[config.mk]
export PLATFORM = sky130hd
export DESIGN_NAME = isf_seq
export DESIGN_NICKNAME = d
export VERILOG_FILES = /design/src/rtl/isf_pkg.sv /design/src/rtl/isf_mode_stack.sv /design/src/rtl/isf_frame_mux.sv /design/src/rtl/isf_seq.sv
export SDC_FILE = /design/constraint.sdc
export NUM_CORES = 1
export LEC_CHECK = 0
export BUFFER_PORTS_ARGS = -buffer_cell sky130_fd_sc_hd__buf_2
export CAP_MARGIN = 40
export CORE_ASPECT_RATIO = 1.2
export CORE_MARGIN = 8
export CORE_UTILIZATION = 56
export CTS_CLUSTER_DIAMETER = 200
export DETAILED_ROUTE_END_ITERATION = 7
export PLACE_DENSITY = 0.85
export SYNTH_ARGS = -nofsm -noshare
export SYNTH_HDL_FRONTEND = slang
export SYNTH_SLANG_ARGS = --single-unit
[constraint.sdc]
create_clock -name clk -period 3.38 [get_ports clk]
set_clock_uncertainty 0.05 [all_clocks]
set_input_delay 0.169 -clock clk [delete_from_list [all_inputs] [get_ports clk]]
set_output_delay 0.169 -clock clk [all_outputs]
set_load 0.01 [all_outputs]
[src/rtl/isf_pkg.sv]
package isf_pkg;

    localparam int OFS_W  = 16;
    localparam int BYTE_W = 8;

    typedef enum logic [1:0] {
        ST_IDLE = 2'd0,
        ST_PUSH = 2'd1,
        ST_POP  = 2'd2,
        ST_FIN  = 2'd3
    } isf_state_e;

    typedef enum logic {
        FRM_COMPACT  = 1'b0,
        FRM_EXTENDED = 1'b1
    } frm_mode_e;

    // Slot number equals push order; pops walk the slots downward.
    typedef enum logic [1:0] {
        SLOT_PCL = 2'd0,
        SLOT_PCH = 2'd1,
        SLOT_FLG = 2'd2,
        SLOT_SEG = 2'd3
    } frm_slot_e;

    typedef struct packed {
        logic [OFS_W-1:0]  pc;
        logic [BYTE_W-1:0] flags;
    } isf_ctx_t;

    function automatic logic [1:0] frame_last(frm_mode_e m);
        return (m == FRM_EXTENDED) ? 2'd3 : 2'd2;
    endfunction

endpackage

[src/rtl/isf_mode_stack.sv]
module isf_mode_stack
    import isf_pkg::*;
#(
    parameter int DEPTH = 4
) (
    input  logic      clk,
    input  logic      rst,
    input  logic      push,
    input  frm_mode_e push_mode,
    input  logic      pop,
    output frm_mode_e top_mode,
    output logic      empty
);
    localparam int CNT_W = $clog2(DEPTH + 1);

    logic [DEPTH-1:0] modes;
    logic [DEPTH-1:0] shift_dn;
    logic [DEPTH-1:0] shift_up;
    logic [CNT_W-1:0] cnt;

    for (genvar i = 0; i < DEPTH; i++) begin : g_slot
        if (i == 0) begin : g_head
            assign shift_dn[i] = push_mode;
        end else begin : g_body
            assign shift_dn[i] = modes[i-1];
        end
        if (i == DEPTH - 1) begin : g_tail
            assign shift_up[i] = 1'b0;
        end else begin : g_rest
            assign shift_up[i] = modes[i+1];
        end
    end

    always_ff @(posedge clk) begin
        if (rst) begin
            modes <= '0;
            cnt   <= '0;
        end else if (push) begin
            modes <= shift_dn;
            if (cnt != CNT_W'(DEPTH)) cnt <= cnt + 1'b1;
        end else if (pop) begin
            modes <= shift_up;
            if (cnt != '0) cnt <= cnt - 1'b1;
        end
    end

    assign top_mode = frm_mode_e'(modes[0]);
    assign empty    = (cnt == '0);
endmodule

[src/rtl/isf_frame_mux.sv]
module isf_frame_mux
    import isf_pkg::*;
#(
    parameter int SEG_W = 6
) (
    input  frm_slot_e          slot,
    input  isf_ctx_t           ctx,
    input  logic [SEG_W-1:0]   seg,
    output logic [BYTE_W-1:0]  byte_out
);
    always_comb begin
        case (slot)
            SLOT_PCL: byte_out = ctx.pc[7:0];
            SLOT_PCH: byte_out = ctx.pc[15:8];
            SLOT_FLG: byte_out = ctx.flags;
            default:  byte_out = BYTE_W'(seg);
        endcase
    end
endmodule

[src/rtl/isf_seq.sv]
module isf_seq
    import isf_pkg::*;
#(
    parameter int SP_W       = 16,
    parameter int SEG_W      = 6,
    parameter int NEST_DEPTH = 4
) (
    input  logic              clk,
    input  logic              rst,
    input  logic              irq_req,
    input  logic              ret_req,
    input  logic              ext_mode,
    input  logic [15:0]       pc_in,
    input  logic [7:0]        flags_in,
    input  logic [SEG_W-1:0]  csr_in,
    input  logic [SEG_W-1:0]  isr_in,
    input  logic [SP_W-1:0]   sp_in,
    input  logic [7:0]        stk_rdata,
    output logic              stk_we,
    output logic              stk_re,
    output logic [SP_W-1:0]   stk_addr,
    output logic [7:0]        stk_wdata,
    output logic              busy,
    output logic              sp_wr,
    output logic [SP_W-1:0]   sp_out,
    output logic              pc_wr,
    output logic [15:0]       pc_out,
    output logic              flags_wr,
    output logic [7:0]        flags_out,
    output logic              csr_wr,
    output logic [SEG_W-1:0]  csr_out,
    output logic              act_seg_isr,
    output logic [SEG_W-1:0]  act_seg
);
    localparam logic [SP_W-1:0] SP_ONE = SP_W'(1);

    isf_state_e        state;
    frm_mode_e         mode_r;
    logic              is_entry;
    logic [1:0]        step;
    logic [SP_W-1:0]   sp_r;
    isf_ctx_t          ctx_r;
    logic [SEG_W-1:0]  seg_r;
    logic [SEG_W-1:0]  isr_r;
    logic              irq_pend;
    logic              ret_pend;

    frm_mode_e         hist_top;
    logic              hist_empty;
    logic              take_irq;
    logic              take_ret;
    logic              drop_ret;
    logic              at_last;
    logic              fin;
    logic [1:0]        last_slot;
    frm_slot_e         cur_slot;

    assign last_slot = frame_last(mode_r);
    assign at_last   = (step == last_slot);
    assign cur_slot  = (state == ST_PUSH) ? frm_slot_e'(step)
                                          : frm_slot_e'(last_slot - step);

    assign take_irq = (state == ST_IDLE) && (irq_req || irq_pend);
    assign take_ret = (state == ST_IDLE) && !take_irq &&
                      (ret_req || ret_pend) && !hist_empty;
    assign drop_ret = (state == ST_IDLE) && !take_irq && hist_empty;

    always_ff @(posedge clk) begin
        if (rst) begin
            state    <= ST_IDLE;
            mode_r   <= FRM_COMPACT;
            is_entry <= 1'b0;
            step     <= '0;
            sp_r     <= '0;
            ctx_r    <= '0;
            seg_r    <= '0;
            isr_r    <= '0;
            irq_pend <= 1'b0;
            ret_pend <= 1'b0;
        end else begin
            irq_pend <= (irq_pend || irq_req) && !take_irq;
            ret_pend <= (ret_pend || ret_req) && !take_ret && !drop_ret;
            case (state)
                ST_IDLE: begin
                    step <= '0;
                    if (take_irq) begin
                        state       <= ST_PUSH;
                        is_entry    <= 1'b1;
                        mode_r      <= frm_mode_e'(ext_mode);
                        sp_r        <= sp_in;
                        ctx_r.pc    <= pc_in;
                        ctx_r.flags <= flags_in;
                        seg_r       <= csr_in;
                        isr_r       <= isr_in;
                    end else if (take_ret) begin
                        state    <= ST_POP;
                        is_entry <= 1'b0;
                        mode_r   <= hist_top;
                        sp_r     <= sp_in;
                    end
                end
                ST_PUSH: begin
                    sp_r <= sp_r - SP_ONE;
                    step <= step + 1'b1;
                    if (at_last) state <= ST_FIN;
                end
                ST_POP: begin
                    sp_r <= sp_r + SP_ONE;
                    step <= step + 1'b1;
                    case (cur_slot)
                        SLOT_PCL: ctx_r.pc[7:0]  <= stk_rdata;
                        SLOT_PCH: ctx_r.pc[15:8] <= stk_rdata;
                        SLOT_FLG: ctx_r.flags    <= stk_rdata;
                        default:  seg_r          <= stk_rdata[SEG_W-1:0];
                    endcase
                    if (at_last) state <= ST_FIN;
                end
                default: state <= ST_IDLE;
            endcase
        end
    end

    assign fin = (state == ST_FIN);

    isf_mode_stack #(.DEPTH(NEST_DEPTH)) u_hist (
        .clk       (clk),
        .rst       (rst),
        .push      (fin && is_entry),
        .push_mode (mode_r),
        .pop       (fin && !is_entry),
        .top_mode  (hist_top),
        .empty     (hist_empty)
    );

    isf_frame_mux #(.SEG_W(SEG_W)) u_mux (
        .slot     (cur_slot),
        .ctx      (ctx_r),
        .seg      (seg_r),
        .byte_out (stk_wdata)
    );

    assign stk_we   = (state == ST_PUSH);
    assign stk_re   = (state == ST_POP);
    assign stk_addr = stk_we ? (sp_r - SP_ONE) : sp_r;
    assign busy     = (state != ST_IDLE);

    assign sp_wr     = fin;
    assign sp_out    = sp_r;
    assign pc_wr     = fin && !is_entry;
    assign pc_out    = ctx_r.pc;
    assign flags_wr  = fin && !is_entry;
    assign flags_out = ctx_r.flags;
    assign csr_wr    = fin && (mode_r == FRM_EXTENDED);
    assign csr_out   = is_entry ? isr_r : seg_r;

    assign act_seg_isr = !hist_empty && (hist_top == FRM_COMPACT);
    assign act_seg     = act_seg_isr ? isr_in : csr_in;
endmodule

==> impl_metrics.toml, run 1 <==
[floorplanning]
start_util_pct = 56.8
die-width_um = 98.1
area_enclosed_by_the_die_boundary_um2 = 11200
floorplan.core_area_um2 = 7970
placement_rows = 36
boundaryPins = 149
die_height_um = 114

[layout]
share_of_layout_cells_above_drive_strength_1_pct = 29.2
n_antenna_cell = 0
fillers = 676
layout-area-overhead-vs-synth_pct = 20.6
multiInputGateArea_um2 = 2870
finish.net_count = 769
flip_flop_and_latch_area_um2 = 1340

[clock_network]
cts_tree = "done"
tritoncts_num_sinks = 67
cts_buffers = 9
clock_tree.buffer_depth = 2
clk_transition_reported_paths_ns = 0.07
worstSkewPairLatency_ns = 0.35
clock-root-buffer = "sky130_fd_sc_hd__clkbuf_8"
cts_hold_buffers = 1
h-tree-depth = 3
cts_repair_resized_insts = 0
cts_setup_buffers = 0

[sta]
worst-slew-pin-transition_ns = 0.713
final_min_period_over_clock_period_pct = 82.9
setup-violations-final = 0
setup_total_negative_slack_ns = 0
clock.fmax_ghz = 0.357
finalCriticalPeriod_ns = 2.80
timing.final.hold_violations = 0
drv_slew = 0
timing.max_slew.rel_slack_pct = 52.1
rsz0062_at_grt = "false"

[critical_path]
reg2reg_depth = 7
regToRegStartpoint = "sp_out[0]"
critical_path.cell_chain = "inv_1 -> ha_1 -> buf_4 -> nand2b_1 -> nand2_1 -> mux4_2 -> buf_2"
r2r_end = "sp_out[10]"
criticalPathCategory = "reg2out"
critical_path_peak_fanout = 33
critPathLaunch = "state[1]"
arrival_time_of_data_at_the_critical_path_endpoint_ns = 2.58
timing.critical_path.to = "stk_wdata[2]"
critical_path.startpoint_type = "flop"
crit_path_end_kind = "output port"
rrSetupSlack_ns = 1.03
cp_data_required_time_ns = 3.16
cp_slowest_cell = "sky130_fd_sc_hd__mux4_2"
slowest_delay_ns = 0.56

[synth]
count_of_synthesis_stage_warnings_from_yosys = 0
synth-edff-count = 0
yosysMostFrequentCell = "sky130_fd_sc_hd__dfxtp_1"
synth_nets = 647
synthArstFlopShare_pct = 0
synth_seq_area_share_pct = 29.6
library_cell_with_the_largest_summed_area_after_synthesis = "sky130_fd_sc_hd__dfxtp_1"
syn_avg_cell_area_um2 = 7.91
synthesized_area_um2 = 4530
synthesized_instance_count = 572
synth_top_cell_area_share_pct = 29.6
synth.lib_cells_used.distinct = 63
postSynthRegisterBits = 67
synth.area.top_cells = "sky130_fd_sc_hd__dfxtp_1 (30%), sky130_fd_sc_hd__nor2_1 (5.4%), sky130_fd_sc_hd__mux2i_1 (4.9%)"
synth_commonest_cells = "sky130_fd_sc_hd__dfxtp_1 (67), sky130_fd_sc_hd__nor2_1 (65), sky130_fd_sc_hd__nand2_1 (51)"
synthFlopType = "sky130_fd_sc_hd__dfxtp_1"

[power]
power-per-cell-area_nw_per_um2 = 975
seq_power_share_pct = 27.4
post-layout-total-power_w = 0.00532
switchingPower_w = 0.00258
power.static_leakage_nw = 2.38
power.clock.fraction_pct = 12.5
irDropWorstVdd_mv = 0.504
p_sw_share_pct = 48.4
power.combinational.fraction_pct = 60.1
cellInternalPower_w = 0.00275

[global_routing]
first_global_vias = 4896
grt_max_degree = 40
grt_use_total_pct = 25.4
globalRouteOverflowTotal = 0
met3_usage_pct = 7.85
grt_util_met2_pct = 43.6
globalRouteMet1Util_pct = 27.0
grt_pass1_wl_mm = 23.4
grt_busiest_layer = "met2"
antenna_violations_before_repair = 0

[worst_hold_path]
holdCritPathClass = "in2reg"

[routing]
route.detailed.wl_per_inst_um = 18.2
num_vias = 4973
route.final.wire_length_mm = 14.5
drt_pre_antenna_iters = 5
drc = 0
ant_nets = 0
viasPerCell = 6.26
drtIter0Drc = 383

[outcome]
status = "finished, final reports clean"

[placement]
place_congestion = 0.933
portBuffers = 148
post-dp-hpwl_mm = 10.7

[job]
max-cap-violations = 0
## state kept, by name, indices dropped and copies added, names as in the netlist, 2 cells and up
signal        flops
pc_out           16
sp_out           16
flags_out         8
isr_r             6
seg_r             6
u_hist.modes      4
u_hist.cnt        3
state             2
step              2
## cell type report
| class | instances | area share [%] |
|---|---|---|
| sequential | 67 | 24.6 |
| clock inverter | 5 | 0.963 |
| clock buffer | 11 | 2.59 |
| multi-input combinational | 433 | 52.6 |
| timing repair buffer | 159 | 15.5 |
| tap | 95 | 2.18 |
| inverter | 24 | 1.65 |
## power groups by stage
stage          Clock (W)  Sequential, W  Combinational, W
2_1_floorplan          0        0.00135           0.00229
3_3_place_gp           0        0.00144           0.00309
3_5_place_dp           0        0.00146           0.00316
4_1_cts         0.000680        0.00144           0.00318
5_1_grt         0.000716        0.00150           0.00350
6_report        0.000665        0.00146           0.00320
## stage by stage
stage	util, %	setup slack, ns	std cells	instance area (um2)	hold slack, ns
after global routing	68.5	0.434	794	5460	0.0264
after floorplan	-	1.18	572	4530	0.255
after global placement	65.6	1.04	776	5230	0.373
after detailed placement	65.9	0.952	777	5260	0.384
after CTS	68.5	0.564	794	5460	0.00483
final	68.5	0.579	794	5460	0.0266
## logic make-up after synthesis
logic type | Yosys count | synth area share (%)
mux | 43 | 11.6
xor+xnor | 19 | 3.68
fa+ha+maj | 10 | 2.93
flops | 67 | 29.6
simple gates | 214 | 23.3
compound gates | 147 | 21.8
buf+inv | 72 | 7.02
## critical path: cells and delay by family, from the launching register on
family                     cells  cell delay, ns
DFF                            1            0.39
and+or+nand+nor                2            0.54
adders and majority gates      1            0.24
buffers and inverters          3            0.51
muxes                          1            0.56
## cells in the final DEF, fill, tap and decap left out, types with 8 or more instances in the layout
cell and instances:
sky130_fd_sc_hd__buf_2 148, sky130_fd_sc_hd__dfxtp_1 67, sky130_fd_sc_hd__mux2i_1 22, sky130_fd_sc_hd__nand2b_1 26
sky130_fd_sc_hd__inv_1 24, sky130_fd_sc_hd__nor3_1 10, sky130_fd_sc_hd__clkbuf_8 10, sky130_fd_sc_hd__nor2_1 65
sky130_fd_sc_hd__o21ai_0 31, sky130_fd_sc_hd__xnor2_1 14, sky130_fd_sc_hd__a211oi_1 15, sky130_fd_sc_hd__a311oi_1 23
sky130_fd_sc_hd__nand4_1 9, sky130_fd_sc_hd__mux2_2 15, sky130_fd_sc_hd__a31oi_1 10, sky130_fd_sc_hd__buf_4 9
sky130_fd_sc_hd__nand3_1 17, sky130_fd_sc_hd__ha_1 8, sky130_fd_sc_hd__nand2_1 51, sky130_fd_sc_hd__a21oi_1 32
## routing by layer
layer	vias to the layer above	routed length (um)
li1	2320	-
met1	2306	5430
met3	51	1410
met4	0	541
met2	296	7090
met5	-	0
## worst min-delay path by stage
stage	cells after the start	startpoint	slack (ns)	to
finish	3	isr_in[5]	0.03	isr_r[5]
global route	3	isr_in[3]	0.03	isr_r[3]
CTS	3	isr_in[5]	0.005	isr_r[5]
detailed placement	3	isr_in[2]	0.38	isr_r[2]
global placement	3	isr_in[2]	0.37	isr_r[2]
floorplan	2	isr_in[0]	0.25	isr_r[0]
Power figures use the tool's default switching activity.
==> run 2: changes to the inputs <==
--- a/config.mk
+++ b/config.mk
@@ -5,14 +5,15 @@
 export SDC_FILE = /design/constraint.sdc
 export NUM_CORES = 1
 export LEC_CHECK = 0
+export ABC_AREA = 1
 export BUFFER_PORTS_ARGS = -buffer_cell sky130_fd_sc_hd__buf_2
 export CAP_MARGIN = 40
 export CORE_ASPECT_RATIO = 1.2
 export CORE_MARGIN = 8
-export CORE_UTILIZATION = 56
+export CORE_UTILIZATION = 46
 export CTS_CLUSTER_DIAMETER = 200
 export DETAILED_ROUTE_END_ITERATION = 7
-export PLACE_DENSITY = 0.85
+export PLACE_DENSITY = 0.75
 export SYNTH_ARGS = -nofsm -noshare
 export SYNTH_HDL_FRONTEND = slang
 export SYNTH_SLANG_ARGS = --single-unit
==> constraint.sdc (replaced) <==
create_clock -name clk -period 2.5 [get_ports clk]
set_clock_uncertainty 0.05 [all_clocks]
set_input_delay 0.125 -clock clk [delete_from_list [all_inputs] [get_ports clk]]
set_output_delay 0.125 -clock clk [all_outputs]
set_load 0.01 [all_outputs]
==> impl_metrics.toml, run 2 <==
[outcome]
status = "finished, final reports clean"

[clock_network]
tritoncts_num_sinks = 67
clk_transition_reported_paths_ns = 0.06
cts_hold_buffers = 6
clock_tree.buffer_depth = 2
clock-root-buffer = "sky130_fd_sc_hd__clkbuf_16"
cts_setup_buffers = 0
cts_tree = "done"
cts_repair_resized_insts = 0
h-tree-depth = 3
cts_buffers = 9
worstSkewPairLatency_ns = 0.34

[synth]
synthArstFlopShare_pct = 0
synth_top_cell_area_share_pct = 30.7
synth_seq_area_share_pct = 30.7
synth_nets = 780
synthesized_area_um2 = 4370
yosysMostFrequentCell = "sky130_fd_sc_hd__nand2_1"
synthFlopType = "sky130_fd_sc_hd__dfxtp_1"
library_cell_with_the_largest_summed_area_after_synthesis = "sky130_fd_sc_hd__dfxtp_1"
synth.lib_cells_used.distinct = 33
synth_commonest_cells = "sky130_fd_sc_hd__nand2_1 (191), sky130_fd_sc_hd__nor2_1 (101), sky130_fd_sc_hd__o21ai_0 (77)"
postSynthRegisterBits = 67
synth-edff-count = 0
syn_avg_cell_area_um2 = 6.20
synth.area.top_cells = "sky130_fd_sc_hd__dfxtp_1 (31%), sky130_fd_sc_hd__nand2_1 (16%), sky130_fd_sc_hd__o21ai_0 (8.8%)"
count_of_synthesis_stage_warnings_from_yosys = 0
synthesized_instance_count = 705

[sta]
timing.final.hold_violations = 0
setup_total_negative_slack_ns = 0
timing.max_slew.rel_slack_pct = 59.6
finalCriticalPeriod_ns = 2.31
drv_slew = 0
layout_setup_ws_ns = 0.186
final_min_period_over_clock_period_pct = 92.6
worst-slew-pin-transition_ns = 0.604
clock.fmax_ghz = 0.432
final_hold_slack_ns = 0.00525
setup-violations-final = 0
rsz0062_at_grt = "false"

[layout]
mostFrequentLayoutCells = "sky130_fd_sc_hd__nand2_1 (191), sky130_fd_sc_hd__buf_2 (148), sky130_fd_sc_hd__nor2_1 (101)"
design_area_um2 = 5580
stdcell_count = 976
share_of_layout_cells_above_drive_strength_1_pct = 23.7
fillers = 933
n_antenna_cell = 0
finish.net_count = 923
final_common_cell = "sky130_fd_sc_hd__nand2_1"
layout-area-overhead-vs-synth_pct = 27.6

[job]
max-cap-violations = 0

[critical_path]
timing.critical_path.max_delay_family = "simple AND/OR/NAND/NOR gates"
cp_data_required_time_ns = 2.33
crit_path_end_kind = "output port"
arrival_time_of_data_at_the_critical_path_endpoint_ns = 2.14
criticalPathCategory = "reg2out"
critical_path_peak_fanout = 8
critical_path.startpoint_type = "flop"
rrSetupSlack_ns = 0.40
cp_slowest_cell = "sky130_fd_sc_hd__dfxtp_1"
slowest_delay_ns = 0.41
critical_path.cell_chain = "inv_1 -> ha_1 -> nor2_1 -> nand2_1 -> nand2_2 -> nand2_2 -> inv_1 -> nand2_1 -> o2111ai_1 -> buf_2"
crit_buf_inv = 3

[power]
p_sw_share_pct = 48.8
power.combinational.fraction_pct = 53.5
cellInternalPower_w = 0.00378
power.clock.fraction_pct = 19.4
power.static_leakage_nw = 2.86
seq_power_share_pct = 27.2
irDropWorstVdd_mv = 0.791
power-per-cell-area_nw_per_um2 = 1320
switchingPower_w = 0.00360

[routing]
route.detailed.wl_per_inst_um = 15.5
route.final.wire_length_mm = 15.2
drt_pre_antenna_iters = 4
drtIter0Drc = 362
num_vias = 5280
drc = 0
ant_nets = 0
viasPerCell = 5.41

[global_routing]
globalRouteOverflowTotal = 0
grt_use_total_pct = 23.3
grt_pass1_wl_mm = 24.7
antenna_violations_before_repair = 0
first_global_vias = 5339
grt_max_degree = 34

[floorplanning]
area_enclosed_by_the_die_boundary_um2 = 12900
die-width_um = 105
start_util_pct = 46.6
die_height_um = 123
boundaryPins = 149
floorplan.core_area_um2 = 9370
placement_rows = 39

[worst_hold_path]
holdCritPathClass = "in2reg"

[placement]
dpl-instance-area_um2 = 5180
dp.cells = 954
place_ws_ns = 0.470
post-dp-hpwl_mm = 11.6
portBuffers = 148
place_congestion = 0.916
-- run 2: changes by cell type after synthesis, moves of 14 or more --
cell / change
sky130_fd_sc_hd__inv_1: +35
sky130_fd_sc_hd__nand2b_1: -26
sky130_fd_sc_hd__a311oi_1: -23
sky130_fd_sc_hd__mux2i_1: -22
sky130_fd_sc_hd__o21ai_0: +46
sky130_fd_sc_hd__nor2_1: +36
sky130_fd_sc_hd__xnor2_1: -14
sky130_fd_sc_hd__nand3_1: +40
sky130_fd_sc_hd__nand2_1: +140
-- run 2: area by class of cell --
class	count	area, um2	area share [%]
Clock inverter	6	95.1	1.70
Sequential cell	67	1340	24.0
Clock buffer	10	239	4.28
Timing Repair Buffer	167	898	16.1
Inverter	65	244	4.37
Multi-Input combinational cell	538	2610	46.7
Tap cell	123	154	2.76
-- run 2: layer usage --
| layer | GRT usage [%] | up-vias | share of wire [%] |
|---|---|---|---|
| met1 | 24.7 | 2403 | 39 |
| li1 | - | 2591 | - |
| met3 | 6.62 | 33 | 8.0 |
| met5 | 0 | - | 0 |
| met4 | 10.2 | 0 | 2.5 |
| met2 | 42.5 | 253 | 51 |
-- run 2: cell families after synthesis --
family | synth area share [%]
adder cells (fa/ha/maj) | 3.03
buffers and inverters | 9.68
multiplexers | 0.515
flip-flops | 30.7
AND/OR/NAND/NOR | 34.9
AO/OA/AOI/OAI | 20.8
XOR/XNOR | 0.401
-- run 2: tightest hold or removal path, delay by kind of cell --
kind | cells | cell delay (ns)
AOI/OAI and AO/OA | 1 | 0.07
buffers and inverters | 1 | 0.10
and+or+nand+nor | 1 | 0.06
-- run 2: power by group through the flow --
stage	Sequential, W	Combinational, W	Clock, W
5_1_grt	0.00205	0.00442	0.00149
2_1_floorplan	0.00192	0.00260	0
3_5_place_dp	0.00200	0.00393	0
6_report	0.00201	0.00395	0.00143
4_1_cts	0.00198	0.00396	0.00144
3_3_place_gp	0.00199	0.00383	0
-- run 2: path summary, 6_finish.rpt --
| kind | from | cells past startpoint | endpoint |
|---|---|---|---|
| max | state[1] | 10 | stk_wdata[3] |
| min | flags_in[2] | 3 | flags_out[2] |
| max reg2reg | state[0] | 10 | state[0] |
| min reg2reg | u_hist.modes[3] | 2 | u_hist.modes[3] |
-- run 2: per-stage QoR --
step | power [W] | util (%)
after floorplan | 0.00452 | -
after global placement | 0.00582 | 55.3
after detailed placement | 0.00593 | 55.3
after CTS | 0.00738 | 59.5
after global routing | 0.00796 | 59.5
final | 0.00738 | 59.5
==> run 3: changes to the inputs <==
--- a/config.mk
+++ b/config.mk
@@ -10,10 +10,11 @@
 export CAP_MARGIN = 40
 export CORE_ASPECT_RATIO = 1.2
 export CORE_MARGIN = 8
-export CORE_UTILIZATION = 46
+export CORE_UTILIZATION = 45
 export CTS_CLUSTER_DIAMETER = 200
 export DETAILED_ROUTE_END_ITERATION = 7
-export PLACE_DENSITY = 0.75
+export GPL_TIMING_DRIVEN = 0
+export PLACE_DENSITY = 0.74
 export SYNTH_ARGS = -nofsm -noshare
 export SYNTH_HDL_FRONTEND = slang
 export SYNTH_SLANG_ARGS = --single-unit
==> impl_metrics.toml, run 3 (synthesis gave the netlist of run 2 again) <==
[outcome]
status = "finished, final reports clean"

[power]
irDropWorstVdd_mv = 0.914
power-per-cell-area_nw_per_um2 = 1310
power.static_leakage_nw = 2.89

[critical_path]
crit_buf_inv = 2
arrival_time_of_data_at_the_critical_path_endpoint_ns = 2.16
cp_slowest_cell = "sky130_fd_sc_hd__dfxtp_1"
criticalPathCategory = "reg2out"
crit_path_end_kind = "output port"
most_used_cell_cp = "sky130_fd_sc_hd__o21ai_0"
slowest_delay_ns = 0.35
r2r_end = "pc_out[2]"
timing.critical_path.max_delay_family = "simple AND/OR/NAND/NOR gates"
regToRegStartpoint = "state[1]"
cp_data_required_time_ns = 2.33
critical_path.cell_chain = "inv_1 -> ha_1 -> nand3_1 -> nor2_2 -> nor2_1 -> o21ai_0 -> o21ai_0 -> buf_2"
rrSetupSlack_ns = 0.39
reg2reg_depth = 12
critical_path_peak_fanout = 6
critical_path.startpoint_type = "flop"

[sta]
rsz0062_at_grt = "false"
timing.max_slew.rel_slack_pct = 58.2
drv_slew = 0
worst-slew-pin-transition_ns = 0.628
setup_total_negative_slack_ns = 0
final_min_period_over_clock_period_pct = 93.6
layout_setup_ws_ns = 0.160
clock.fmax_ghz = 0.427
setup-violations-final = 0
timing.final.hold_violations = 0
finalCriticalPeriod_ns = 2.34

[routing]
route.detailed.wl_per_inst_um = 15.9
viasPerCell = 5.39
drtIter0Drc = 339
drc = 0
num_vias = 5393
ant_nets = 0
drt_pre_antenna_iters = 5
route.final.wire_length_mm = 15.9

[floorplanning]
area_enclosed_by_the_die_boundary_um2 = 13100
die_height_um = 124
floorplan.core_area_um2 = 9470
start_util_pct = 46.2
placement_rows = 39
die-width_um = 106
boundaryPins = 149

[clock_network]
clock-root-buffer = "sky130_fd_sc_hd__clkbuf_16"
h-tree-depth = 3
cts_buffers = 9
cts_tree = "done"
clock_tree.buffer_depth = 2
tritoncts_num_sinks = 67
worstSkewPairLatency_ns = 0.33
clk_transition_reported_paths_ns = 0.05

[placement]
place_ws_ns = 0.356
dpl-instance-area_um2 = 5270
post-dp-hpwl_mm = 12.5
portBuffers = 148
place_congestion = 0.928

[worst_hold_path]
worstHoldPathCells = 3
worst_hold_startpoint = "flags_in[3]"
holdCritPathClass = "in2reg"
hold_path_end = "flags_out[3]"

[job]
max-cap-violations = 0

[global_routing]
grt_pass1_wl_mm = 25.1
grt_max_degree = 12
globalRouteOverflowTotal = 0
grt_use_total_pct = 23.8
antenna_violations_before_repair = 0
first_global_vias = 5446

[layout]
n_antenna_cell = 0
layout-area-overhead-vs-synth_pct = 29.5
finish.net_count = 947
design_area_um2 = 5660
final_common_cell = "sky130_fd_sc_hd__nand2_1"
share_of_the_core_filled_with_cells_pct = 59.8
mostFrequentLayoutCells = "sky130_fd_sc_hd__nand2_1 (191), sky130_fd_sc_hd__buf_2 (159), sky130_fd_sc_hd__nor2_1 (100)"
share_of_layout_cells_above_drive_strength_1_pct = 24.2
==> run 3: routing by layer <==
metal	up-vias	wire length, um	track usage, %
li1	2636	-	-
met1	2434	6060	24.3
met2	276	7910	43.4
met3	47	1390	6.31
met4	0	575	13.5
met5	-	0	0
==> run 3: report_power, final <==
part           switching [W]  leakage, nW  internal, W
clock               0.000478        0.146     0.000829
combinational        0.00279         2.19      0.00147
sequential          0.000387        0.554      0.00148
==> run 3: area by class of cell <==
cell class	instances	area, um2
well taps	123	154
inverters	65	248
flip-flops and latches	67	1340
clock inverters	3	46.3
repair buffers	156	818
clock buffers	13	260
plain buffers	35	180
fillers	935	3800
multi-input cells	538	2610
==> run 3: worst max path at each step <==
stage               slack, ns      start  cells after the start           end
finish                   0.16  sp_out[0]                      8   stk_addr[8]
global route             0.01  sp_out[0]                      8   stk_addr[8]
CTS                      0.01   state[1]                     11  stk_wdata[2]
detailed placement       0.36   state[1]                     11  stk_wdata[2]
global placement         0.39   state[0]                      7     sp_out[7]
floorplan                0.64   state[1]                     11    pc_out[13]
==> run 3: metrics by stage <==
| step | hold WS, ns | total power (W) | std cells |
|---|---|---|---|
| floorplan | 0.153 | 0.00452 | 705 |
| global placement | 0.315 | 0.00596 | 976 |
| detailed placement | 0.321 | 0.00605 | 976 |
| CTS | 0.00982 | 0.00740 | 1000 |
| global route | 0.0214 | 0.00801 | 1000 |
| finish | 0.0149 | 0.00744 | 1000 |
==> run 3: timing repair <==
action                     4_1_cts  5_1_grt
hold buffers                     7        0
setup buffers                    1        0
gates resized for setup          0        8
hold endpoints to repair         8        0
setup endpoints to repair        1       14
pin swaps                        1        1
==> run 3: worst register-to-register path, cell delays in order, from the launching register on <==
cell                      delay [ns]
sky130_fd_sc_hd__dfxtp_2        0.34
sky130_fd_sc_hd__inv_1          0.08
sky130_fd_sc_hd__ha_2           0.24
sky130_fd_sc_hd__buf_6          0.18
sky130_fd_sc_hd__inv_2          0.10
sky130_fd_sc_hd__o21ai_2        0.17
sky130_fd_sc_hd__inv_2          0.09
sky130_fd_sc_hd__nor2_4         0.18
sky130_fd_sc_hd__buf_4          0.16
sky130_fd_sc_hd__o21a_4         0.17
sky130_fd_sc_hd__inv_2          0.09
sky130_fd_sc_hd__nor2_1         0.11
sky130_fd_sc_hd__nor2_1         0.05
